$ cat src/rtl/pflash_pkg.sv
package pflash_pkg;

    // Three low address bits pick the word inside an 8-word page.
    localparam int unsigned WORD_IDX_W = 3;

    typedef enum logic [1:0] {
        ST_OFF  = 2'd0,   // chip deselected, no page open
        ST_OPEN = 2'd1,   // chip selected, waiting for a request
        ST_READ = 2'd2    // access in flight
    } rd_state_e;

    typedef struct packed {
        logic ce_n;
        logic oe_n;
        logic we_n;
    } strobe_t;

    localparam strobe_t STROBE_OFF  = '{ce_n: 1'b1, oe_n: 1'b1, we_n: 1'b1};
    localparam strobe_t STROBE_READ = '{ce_n: 1'b0, oe_n: 1'b0, we_n: 1'b1};
    localparam strobe_t STROBE_HOLD = '{ce_n: 1'b0, oe_n: 1'b1, we_n: 1'b1};

endpackage

$ cat src/rtl/pflash_wait_timer.sv
module pflash_wait_timer #(
    parameter int unsigned WAIT_W = 4
) (
    input  logic              clk,
    input  logic              rst,
    input  logic              load,
    input  logic [WAIT_W-1:0] load_val,
    output logic              busy,
    output logic              done
);

    logic [WAIT_W-1:0] cnt_q;

    always_ff @(posedge clk) begin
        if (rst) begin
            cnt_q <= '0;
        end else if (load) begin
            cnt_q <= load_val;
        end else if (cnt_q != '0) begin
            cnt_q <= cnt_q - 1'b1;
        end
    end

    assign busy = (cnt_q != '0);
    assign done = (cnt_q == WAIT_W'(1));

    // the controller never starts an access with a zero count
    p_load_nonzero_r9: assert property (@(posedge clk) disable iff (rst)
        load |-> (load_val != '0));

    // a new access is never loaded over one in flight
    p_load_when_free_r8: assert property (@(posedge clk) disable iff (rst)
        load |-> !busy);

endmodule

$ cat src/rtl/pflash_idle_timer.sv
module pflash_idle_timer #(
    parameter int unsigned IDLE_W = 8
) (
    input  logic              clk,
    input  logic              rst,
    input  logic              arm,
    input  logic [IDLE_W-1:0] limit,
    output logic              expire
);

    logic [IDLE_W-1:0] cnt_q;
    logic [IDLE_W:0]   cnt_next;

    assign cnt_next = {1'b0, cnt_q} + 1'b1;
    assign expire   = arm && (limit != '0) && (cnt_next >= {1'b0, limit});

    always_ff @(posedge clk) begin
        if (rst || !arm || expire) begin
            cnt_q <= '0;
        end else begin
            cnt_q <= cnt_next[IDLE_W-1:0];
        end
    end

    // an idle run never expires on its first armed cycle unless the limit is 1
    p_no_early_expire_r7: assert property (@(posedge clk) disable iff (rst)
        (arm && !$past(arm) && limit > IDLE_W'(1)) |-> !expire);

endmodule

$ cat src/rtl/pflash_page_track.sv
module pflash_page_track #(
    parameter int unsigned TAG_W = 20
) (
    input  logic             clk,
    input  logic             rst,
    input  logic             capture,
    input  logic [TAG_W-1:0] cap_tag,
    input  logic             invalidate,
    input  logic [TAG_W-1:0] query_tag,
    output logic             valid,
    output logic             hit
);

    logic [TAG_W-1:0] tag_q;
    logic             valid_q;

    always_ff @(posedge clk) begin
        if (rst) begin
            tag_q   <= '0;
            valid_q <= 1'b0;
        end else if (capture) begin
            tag_q   <= cap_tag;
            valid_q <= 1'b1;
        end else if (invalidate) begin
            valid_q <= 1'b0;
        end
    end

    assign valid = valid_q;
    assign hit   = valid_q && (tag_q == query_tag);

    // a drop request leaves no page open on the next cycle
    p_drop_clears_r5: assert property (@(posedge clk) disable iff (rst)
        (invalidate && !capture) |=> !valid);

    // a captured page is reported as a hit for the same page next cycle
    p_capture_hits_r1: assert property (@(posedge clk) disable iff (rst)
        capture |=> (valid && (tag_q == $past(cap_tag))));

endmodule

$ cat src/rtl/pflash_rd_ctrl.sv
module pflash_rd_ctrl
    import pflash_pkg::*;
#(
    parameter int unsigned ADDR_W = 23,
    parameter int unsigned DATA_W = 16,
    parameter int unsigned WAIT_W = 4,
    parameter int unsigned IDLE_W = 8
) (
    input  logic              clk,
    input  logic              rst,
    input  logic              req_valid,
    input  logic [ADDR_W-1:0] req_addr,
    output logic              req_ready,
    input  logic [WAIT_W-1:0] cfg_init_wait,
    input  logic [WAIT_W-1:0] cfg_page_wait,
    input  logic [IDLE_W-1:0] cfg_idle_limit,
    output logic              rsp_valid,
    output logic [DATA_W-1:0] rsp_data,
    output logic              fl_ce_n,
    output logic              fl_oe_n,
    output logic              fl_we_n,
    output logic [ADDR_W-1:0] fl_addr,
    input  logic [DATA_W-1:0] fl_dq_in
);

    localparam int unsigned TAG_W = ADDR_W - WORD_IDX_W;

    rd_state_e         st_q;
    strobe_t           strobe_q;
    logic [ADDR_W-1:0] addr_q;
    logic              rsp_valid_q;
    logic [DATA_W-1:0] rsp_data_q;

    logic              accept;
    logic              page_hit;
    logic              pg_valid;
    logic              pg_match;
    logic [WAIT_W-1:0] wait_sel;
    logic [WAIT_W-1:0] wait_eff;
    logic              tmr_busy;
    logic              tmr_done;
    logic              idle_arm;
    logic              idle_expire;
    logic [TAG_W-1:0]  req_tag;

    assign req_ready = (st_q != ST_READ);
    assign accept    = req_valid && req_ready;
    assign req_tag   = req_addr[ADDR_W-1:WORD_IDX_W];

    // A hit needs the tracked page and the chip still selected.
    assign page_hit  = pg_match && (st_q == ST_OPEN);
    assign wait_sel  = page_hit ? cfg_page_wait : cfg_init_wait;
    assign wait_eff  = (wait_sel == '0) ? WAIT_W'(1) : wait_sel;

    assign idle_arm  = (st_q == ST_OPEN) && !accept;

    pflash_wait_timer #(.WAIT_W(WAIT_W)) u_wait (
        .clk      (clk),
        .rst      (rst),
        .load     (accept),
        .load_val (wait_eff),
        .busy     (tmr_busy),
        .done     (tmr_done)
    );

    pflash_idle_timer #(.IDLE_W(IDLE_W)) u_idle (
        .clk    (clk),
        .rst    (rst),
        .arm    (idle_arm),
        .limit  (cfg_idle_limit),
        .expire (idle_expire)
    );

    pflash_page_track #(.TAG_W(TAG_W)) u_page (
        .clk        (clk),
        .rst        (rst),
        .capture    (accept),
        .cap_tag    (req_tag),
        .invalidate (idle_expire),
        .query_tag  (req_tag),
        .valid      (pg_valid),
        .hit        (pg_match)
    );

    always_ff @(posedge clk) begin
        if (rst) begin
            st_q        <= ST_OFF;
            strobe_q    <= STROBE_OFF;
            addr_q      <= '0;
            rsp_valid_q <= 1'b0;
            rsp_data_q  <= '0;
        end else begin
            rsp_valid_q <= 1'b0;
            if (accept) begin
                st_q     <= ST_READ;
                strobe_q <= STROBE_READ;
                addr_q   <= req_addr;
            end else if ((st_q == ST_READ) && tmr_done) begin
                st_q        <= ST_OPEN;
                strobe_q    <= STROBE_HOLD;
                rsp_valid_q <= 1'b1;
                rsp_data_q  <= fl_dq_in;
            end else if (idle_expire) begin
                st_q     <= ST_OFF;
                strobe_q <= STROBE_OFF;
            end
        end
    end

    assign fl_ce_n   = strobe_q.ce_n;
    assign fl_oe_n   = strobe_q.oe_n;
    assign fl_we_n   = strobe_q.we_n;
    assign fl_addr   = addr_q;
    assign rsp_valid = rsp_valid_q;
    assign rsp_data  = rsp_data_q;

    // the output gate only opens while the part is selected
    p_oe_needs_ce_r6: assert property (@(posedge clk) disable iff (rst)
        !fl_oe_n |-> !fl_ce_n);

    // the valid strobe is a single-cycle pulse
    p_single_pulse_r2: assert property (@(posedge clk) disable iff (rst)
        rsp_valid |=> !rsp_valid);

    // a response only follows a cycle with a read in flight
    p_rsp_after_read_r2: assert property (@(posedge clk) disable iff (rst)
        rsp_valid |-> ($past(st_q) == ST_READ));

    // the wait counter runs only during a read
    p_timer_in_read_r8: assert property (@(posedge clk) disable iff (rst)
        tmr_busy |-> (st_q == ST_READ));

    // address held steady across the access
    p_addr_hold_r8: assert property (@(posedge clk) disable iff (rst)
        ((st_q == ST_READ) && ($past(st_q) == ST_READ)) |-> $stable(fl_addr));

    // deselected part never has a page recorded as open
    p_page_closed_r5: assert property (@(posedge clk) disable iff (rst)
        fl_ce_n |-> !pg_valid);

endmodule

$ cat config.mk
export PLATFORM = sky130hd
export DESIGN_NAME = pflash_rd_ctrl
export DESIGN_NICKNAME = d
export VERILOG_FILES = /design/src/rtl/pflash_pkg.sv /design/src/rtl/pflash_wait_timer.sv /design/src/rtl/pflash_idle_timer.sv /design/src/rtl/pflash_page_track.sv /design/src/rtl/pflash_rd_ctrl.sv
export SDC_FILE = /design/constraint.sdc
export NUM_CORES = 1
export LEC_CHECK = 0
export BUFFER_PORTS_ARGS = -buffer_cell sky130_fd_sc_hd__buf_2
export CAP_MARGIN = 15
export CORE_MARGIN = 5
export CORE_UTILIZATION = 47
export DETAILED_ROUTE_END_ITERATION = 12
export GPL_TIMING_DRIVEN = 0
export HOLD_SLACK_MARGIN = 0.1
export PLACE_DENSITY = 0.76
export SETUP_SLACK_MARGIN = 0.15
export SYNTH_ARGS = -nofsm -noshare
export SYNTH_HDL_FRONTEND = slang
export SYNTH_HIERARCHICAL = 1
export SYNTH_SLANG_ARGS = --single-unit
$ cat constraint.sdc
create_clock -name clk -period 2.4 [get_ports clk]
set_input_delay 0.24 -clock clk [delete_from_list [all_inputs] [get_ports clk]]
set_output_delay 0.24 -clock clk [all_outputs]
set_load 0.02 [all_outputs]
==> results of run 1 <==
-- placed cells by master, fill, tap and decap left out, types with 2 or more instances in the layout --
master,n
inv_2,3
clkinvlp_4,2
a21o_1,2
bufinv_16,2
o22ai_1,2
mux2_2,4
clkbuf_8,9
nor3b_1,3
nor2b_1,2
nand2b_1,2
nand3b_1,3
nor2_4,2
clkbuf_4,2
nor2_1,27
ha_1,11
inv_1,12
o21ai_0,24
xor2_1,9
nand4_1,3
nand3_4,2
nand2_1,48
a211oi_2,2
dfxtp_1,73
dfxtp_4,2
nor4_2,2
nand3_1,24
a21oi_1,50
nor4_1,3
xor2_2,2
mux2i_1,20
clkbuf_1,15
xnor2_1,16
dfxtp_2,2
nor3_1,3
buf_4,11
a21oi_2,5
or3_1,2
buf_2,103
-- report_power, final --
group | total [uW] | switching (uW) | internal, uW
Clock | 1060 | 471 | 584
Sequential | 1430 | 61.9 | 1370
Combinational | 640 | 368 | 272
Total | 3130 | 901 | 2230
-- worst paths after layout --
check / endpoint / slack (ns) / cells past startpoint
worst max-delay path: fl_oe_n / -0.002 / 11
worst min-delay path: rsp_data[9] / 0.12 / 3
worst max register to register: fl_oe_n / -0.002 / 11
worst min register to register: rsp_data[9] / 0.45 / 2
-- through the flow --
step	utilization, %	TNS [ns]
final	62.63	-0.002359
after detailed placement	57.11	-0.4328
after global routing	62.63	-0.2572
after floorplan	-	0
after global placement	57.11	-0.2071
after CTS	61.69	-0.02795
-- flip-flops by register name, indices dropped and copies added, names as in the netlist --
register	flops
st_q	2
u_wait/cnt_q	4
rsp_valid	1
fl_ce_n	1
fl_addr	23
u_page/valid	1
fl_oe_n	1
rsp_data	16
u_idle/cnt_q	8
u_page/tag_q	20
-- final cells by class --
type	instances	share of cell area [%]
timing repair buffer	108	12.46
multi-input combinational	289	41.96
tap	99	2.742
buffer	23	2.520
sequential	77	34.34
clock buffer	10	2.825
clock inverter	6	1.911
inverter	15	1.246
-- tightest hold or removal path, cell delays in order --
cell and delay, ns:
buf_2 0.09, nand2_1 0.05, a21oi_1 0.05
-- layer usage --
metal	share of wire, %	track usage [%]	routed length [um]
met2	48	33.18	4313
met4	1.1	4.739	100
met5	0	0	0
met3	7.5	5.942	670
met1	43	24.33	3887
-- timing repair --
| action | CTS | global route |
|---|---|---|
| pin swaps | 7 | 7 |
| gates resized for setup | 12 | 14 |
| buffers inserted | 8 | 1 |
| endpoints found under the setup margin | 5 | 27 |
==> flow_summary.ini, run 1 <==
[final_layout]
fin_area_um2 = 4518
multiInputGateArea_um2 = 1896
ff_latch_area_um2 = 1551
fillers = 627
finalNetCount = 593
diodes = 0
instances_no_fill = 627
drive_gt1_share_pct = 31.82
areaGrowthSynthToFinish_pct = 29.89

[timing]
period_minus_slack_ns = 2.402
whs_ns = 0.1209
hold_violations = 0
worstMarginPinSlew_ns = 0.5759
fin_crit_sh_pct = 100.1
maxSlewViolCount = 0
fmax_mhz = 416.3
setup_ws_ns = -0.002359
fin_worst_skew_ns = 0.01094
max_slew_margin_pct = 61.52
setup_violations = 1
rsz0062_at_grt = true

[detailed_routing]
route.detailed.drc = 0
first_pass_iters = 4
postRouteWirelength_um = 8971
drtAntennaViolNets = 0
vias = 3232
vias_per_cell = 5.155
drt-wirelength-per-cell_um = 14.31
drt_iter0_drc = 132

[placement]
hpwl_um = 6558
numPortBuffers = 99
gp_congestion = 0.8071
placement.cell_area_um2 = 4120
post-place-cells = 602
place_ws_ns = -0.2131

[power]
p_leak_uw = 0.001978
p_total_uw = 3129
vdd_ir_drop_max_mv = 0.5094
powerDensity_nw_per_um2 = 692.5

[clock_tree]
cts-root-buf = clkbuf_8
insertion_delay_ns = 0.35
cts.sinks = 77
cts_max_level = 3
numCtsBuffers = 9
clk_pin_slew_ns = 0.08
ctsHoldBuffers = 0
cts_buffer_depth = 2
cts_tree = done

[setup_path]
cp_num_buf_inv = 1
path_cells = ha_4 > buf_4 > xor2_1 > ha_1 > a21oi_1 > o21ai_0 > a21oi_2 > o21ai_4 > and2_4 > or3_1 > a21o_1
arrival_ns = 2.64
crit_path_start_kind = register
r2r_start = u_idle/cnt_q[0]
max_stage_delay_ns = 0.37
required_ns = 2.64
critPathKind = register to register
setup.worst_path.start = u_idle/cnt_q[0]
crit_fanout = 4
cp-end-kind = register
slowest_stage = dfxtp_4
cp_top_family = compound AO/OA/AOI/OAI gates

[global_route]
grt_pass1_wl_um = 14230
antenna_found_initial = 0
grt_max_degree = 14
grt_pass1_vias = 3115
overflow = 0
track_usage_pct = 19.60

[min_path]
min_from = fl_dq_in[9]
worstHoldPathType = primary input to register

[synth]
synth.avg_cell_area_um2 = 8.610
syn-num-nets = 474
netlist_area_um2 = 3478
synthCells = 404
yosys_warnings = 6

[die]
num_rows = 31
die_area_um2 = 9221
initial_utilization_pct = 48.21
die_x_um = 96.03
coreArea_um2 = 7214
die_height_um = 96.03
pin_count = 102

[job]
drv_cap = 0

[outcome]
violations = negative setup slack
status = finished, violations left
No activity file was read; power rests on OpenSTA's default activity.
==> run 2: changes to the inputs <==
Settings changed: PLACE_DENSITY 0.76 to 0.87.
==> run 2 against run 1 <==
  * The flow still finishes with violations (negative setup slack)
  * Clock power decreased by 10%
  * Power decreased by 3.1%
  * Register-to-register slack got worse by 0.02 ns
  * Routed wire length increased by 3.3%
  * Die area unchanged
  * Maximum frequency decreased by 0.63%
  * Setup slack got worse by 0.015 ns
  * Combinational power about the same
  * Highest routed layer unchanged
==> flow_summary.ini, run 2 (same netlist as run 1, synthesis figures left out) <==
[outcome]
status = finished, violations left
violations = negative setup slack

[setup_path]
cp-end-kind = register
slowest_stage = dfxtp_4
cp_top_family = simple AND/OR/NAND/NOR gates
required_ns = 2.64
crit_fanout = 3
max_stage_delay_ns = 0.37
critPathKind = register to register
path_cells = ha_4 > nand3_4 > nor2_4 > xor2_2 > ha_4 > a21oi_2 > o21ai_2 > a21oi_2 > o21ai_4 > and2_4 > or3_1 > a21o_1
cp_num_buf_inv = 0
reg2reg_slack_ns = -0.02
arrival_ns = 2.66
crit_path_start_kind = register

[timing]
fin_setup_tns_ns = -0.01753
setup_ws_ns = -0.01753
worstMarginPinSlew_ns = 0.5528
hold_violations = 0
max_slew_margin_pct = 63.07
setup_violations = 1
rsz0062_at_grt = true
period_minus_slack_ns = 2.418
fin_worst_skew_ns = 0.01207
fin_crit_sh_pct = 100.7
fmax_mhz = 413.6
maxSlewViolCount = 0

[clock_tree]
clk_pin_slew_ns = 0.08
cts_tree = done
cts_buffer_depth = 2
numCtsBuffers = 9
cts.sinks = 77
insertion_delay_ns = 0.35
ctsHoldBuffers = 0
cts_max_level = 3
cts-root-buf = clkbuf_8

[die]
die_x_um = 96.03
num_rows = 31
initial_utilization_pct = 48.21
die_area_um2 = 9221
die_height_um = 96.03
coreArea_um2 = 7214
pin_count = 102

[detailed_routing]
vias_per_cell = 5.299
wl_met3_um = 650
top_layer = met4
drt-wirelength-per-cell_um = 14.81
wirelength_met1_um = 3703
first_pass_iters = 4
route.detailed.drc = 0
postRouteWirelength_um = 9269
drtAntennaViolNets = 0
vias = 3317
route.met2.wl_um = 4713
drt_iter0_drc = 205

[final_layout]
finalNetCount = 593
instances_no_fill = 626
final_cell_mix = buf_2, dfxtp_1, a21oi_1, nand2_1, nor2_1
fillers = 591
areaGrowthSynthToFinish_pct = 29.42
largest_reg_flops = 23
drive_gt1_share_pct = 32.45
layout_commonest_cell = buf_2
diodes = 0

[placement]
hpwl_um = 6807
numPortBuffers = 99
post-place-cells = 602
gp_congestion = 0.8377

[power]
powerDensity_nw_per_um2 = 673.7
p_total_uw = 3033
p_leak_uw = 0.001987
vdd_ir_drop_max_mv = 0.3552

[global_route]
grt_pass1_wl_um = 14130
antenna_found_initial = 0
track_usage_pct = 19.56
overflow = 0
grt_max_degree = 14
grt_pass1_vias = 3143

[min_path]
worstHoldPathType = primary input to register

[job]
drv_cap = 0
## run 2: repair_timing
item	in CTS	in global routing
pin swaps	7	12
hold endpoints to repair	0	0
gates resized for setup	8	22
buffers inserted	6	3
setup endpoints to repair	5	26
gates cloned	0	0
## run 2: cell type report
class / instances / area (um^2) / area share [%]
multi-input cells: 289 / 1901 / 42.22
clock inverters: 6 / 63.81 / 1.417
clock buffers: 9 / 123.9 / 2.752
repair buffers: 108 / 570.5 / 12.67
plain buffers: 23 / 113.9 / 2.529
flip-flops and latches: 77 / 1549 / 34.41
inverters: 15 / 56.30 / 1.251
well taps: 99 / 123.9 / 2.752
## run 2: worst min-delay path: cells and delay by family
family | cells | cell delay [ns]
compound gates | 1 | 0.05
buf+inv | 1 | 0.09
simple gates | 1 | 0.04
## run 2: per-stage QoR
stage | area, um^2 | util, % | hold slack (ns) | worst slack (ns)
finish | 4502 | 62.40 | 0.1216 | -0.01753
global route | 4502 | 62.40 | 0.1071 | -0.1135
CTS | 4395 | 60.93 | 0.1080 | 0.06493
detailed placement | 4120 | 57.11 | 0.4470 | -0.1826
global placement | 4120 | 57.11 | 0.4397 | -0.1327
floorplan | 3501 | - | 0.3024 | 0.04530
## run 2: per-layer routing
metal / vias up / global-route usage [%]
li1: 1611 / -
met1: 1561 / 23.08
met2: 123 / 33.87
met3: 22 / 5.786
met4: 0 / 6.280
met5: - / 0
## run 2: path summary, 6_finish.rpt
check	start	to	depth (start not counted)
hold reg to reg	rsp_data[1]	rsp_data[1]	2
setup reg to reg	u_idle/cnt_q[0]	fl_oe_n	12
hold / removal	fl_dq_in[13]	rsp_data[13]	3
setup / recovery	u_idle/cnt_q[0]	fl_oe_n	12
## run 2: power breakdown
part           switching (uW)  internal, uW  total [uW]
clock network             476           475         952
logic                     367           272         639
registers                69.5          1370        1440
==> run 3: changes to the inputs <==
Settings changed: PLACE_DENSITY 0.87 to 0.73.
==> run 3 against run 2 <==
  * The run now ends clean
  * Routed wire length is 4.0% lower
  * Final cell count increased by 0.32%
  * Clock-buffer cell count rose by 3
  * Non-clock buffer count rose by 1
  * Die area unchanged
  * Sequential power about the same
  * Global-route usage hardly changed
  * Combinational power fell by 1%
  * Via count is 3.9% lower
  * Design area decreased by 0.56%
  * Flip-flop and latch count stayed put
  * First-iteration DRC count down 37%
==> flow_summary.ini, run 3 (same netlist as run 1, synthesis figures left out) <==
[timing]
period_minus_slack_ns = 2.367
fin_worst_skew_ns = 0.009145
hold_violations = 0
fin_crit_sh_pct = 98.61
fin_setup_tns_ns = 0
max_slew_margin_pct = 63.02
setup_violations = 0
rsz0062_at_grt = true
fmax_mhz = 422.5
worstMarginPinSlew_ns = 0.5547
maxSlewViolCount = 0

[power]
vdd_ir_drop_max_mv = 0.5256
switchingPower_uw = 897.3
p_comb_share_pct = 21.0
sw_frac_of_total_pct = 29.82
power_frac_clock_pct = 31.2
p_total_uw = 3008
pwr-share-seq_pct = 47.8
powerDensity_nw_per_um2 = 672.0
p_leak_uw = 0.001970
intPower_uw = 2111

[detailed_routing]
postRouteWirelength_um = 8895
drtAntennaViolNets = 0
route.detailed.drc = 0
vias_per_cell = 5.076
first_pass_iters = 4
drt-wirelength-per-cell_um = 14.16
vias = 3188
drt_iter0_drc = 130

[setup_path]
reg2reg_slack_ns = 0.03
cp-end-kind = register
crit_fanout = 2
critPathKind = register to register
required_ns = 2.64
reg2regPathDepth = 12
crit_path_start_kind = register
arrival_ns = 2.61

[clock_tree]
cts_buffer_depth = 2
cts.sinks = 77
cts_max_level = 3
ctsHoldBuffers = 0
insertion_delay_ns = 0.34
numCtsBuffers = 9
cts-root-buf = clkbuf_8
cts_tree = done
clk_pin_slew_ns = 0.08

[final_layout]
diodes = 0
finalNetCount = 594
fillers = 649
layout_commonest_cell = buf_2
final_cell_mix = buf_2, dfxtp_1, a21oi_1, nand2_1, nor2_1
largest_reg_flops = 23
multiInputGateArea_um2 = 1868
areaGrowthSynthToFinish_pct = 28.70
drive_gt1_share_pct = 31.57
instances_no_fill = 628
ff_latch_area_um2 = 1548

[min_path]
whs_path_depth = 3
worstHoldPathType = primary input to register

[die]
die_x_um = 96.03
pin_count = 102
die_height_um = 96.03
initial_utilization_pct = 48.21
coreArea_um2 = 7214
die_area_um2 = 9221
num_rows = 31

[global_route]
overflow = 0
grt_pass1_vias = 2994
grt_pass1_wl_um = 14200
antenna_found_initial = 0
track_usage_pct = 19.60
grt_max_degree = 14

[placement]
post-place-cells = 602
gp_congestion = 0.8127
numPortBuffers = 99
hpwl_um = 6645

[outcome]
status = finished clean

[job]
drv_cap = 0
run 3: final timing paths:
check / start / to
worst max register to register: u_idle/cnt_q[0] / fl_oe_n
worst min register to register: rsp_data[8] / rsp_data[8]
worst max-delay path: u_idle/cnt_q[0] / fl_oe_n
worst min-delay path: fl_dq_in[8] / rsp_data[8]
run 3: final cells by class:
cell class | count | share of cell area (%)
Multi-Input combinational cell | 289 | 41.73
Clock buffer | 12 | 3.717
Buffer | 23 | 2.487
Sequential cell | 77 | 34.57
Timing Repair Buffer | 109 | 12.83
Tap cell | 99 | 2.767
Inverter | 15 | 1.258
Clock inverter | 4 | 0.6428
run 3: power by group through the flow:
stage	combinational, uW	clock, uW	sequential, uW
2_1_floorplan	373	0	1510
3_3_place_gp	612	0	1460
3_5_place_dp	625	0	1460
4_1_cts	630	966	1430
5_1_grt	706	1020	1450
6_report	632	940	1440
run 3: stage by stage:
step | utilization, % | hold slack (ns) | setup slack, ns | area [um^2]
6_report | 62.05 | 0.1284 | 0.03338 | 4477
5_1_grt | 62.05 | 0.1156 | -0.1033 | 4477
4_1_cts | 61.48 | 0.1103 | 0.05025 | 4436
3_5_place_dp | 57.11 | 0.4437 | -0.2208 | 4120
3_3_place_gp | 57.11 | 0.4394 | -0.1361 | 4120
2_1_floorplan | - | 0.3024 | 0.04530 | 3501
run 3: routing by layer:
layer | up-vias | track usage, % | wire length [um]
met5 | - | 0 | 0
met4 | 0 | 4.502 | 72
met3 | 8 | 6.333 | 650
met2 | 85 | 32.66 | 4271
met1 | 1472 | 24.61 | 3900
li1 | 1623 | - | -
run 3: repair_timing:
item                                    4_1_cts  5_1_grt
gates resized for setup                       9       11
pin swaps                                     7        6
setup buffers                                 9        1
endpoints found under the hold margin         0        0
endpoints found under the setup margin        5       23
run 3: worst max-delay path, stage by stage, from the launching register on:
cell     delay, ns
dfxtp_4       0.36
ha_4          0.17
nand3_4       0.09
nor2_4        0.05
xor2_2        0.17
ha_1          0.34
a21oi_2       0.15
o21ai_2       0.07
a21oi_2       0.14
o21ai_2       0.10
and2_4        0.16
or3_1         0.31
a21o_1        0.16
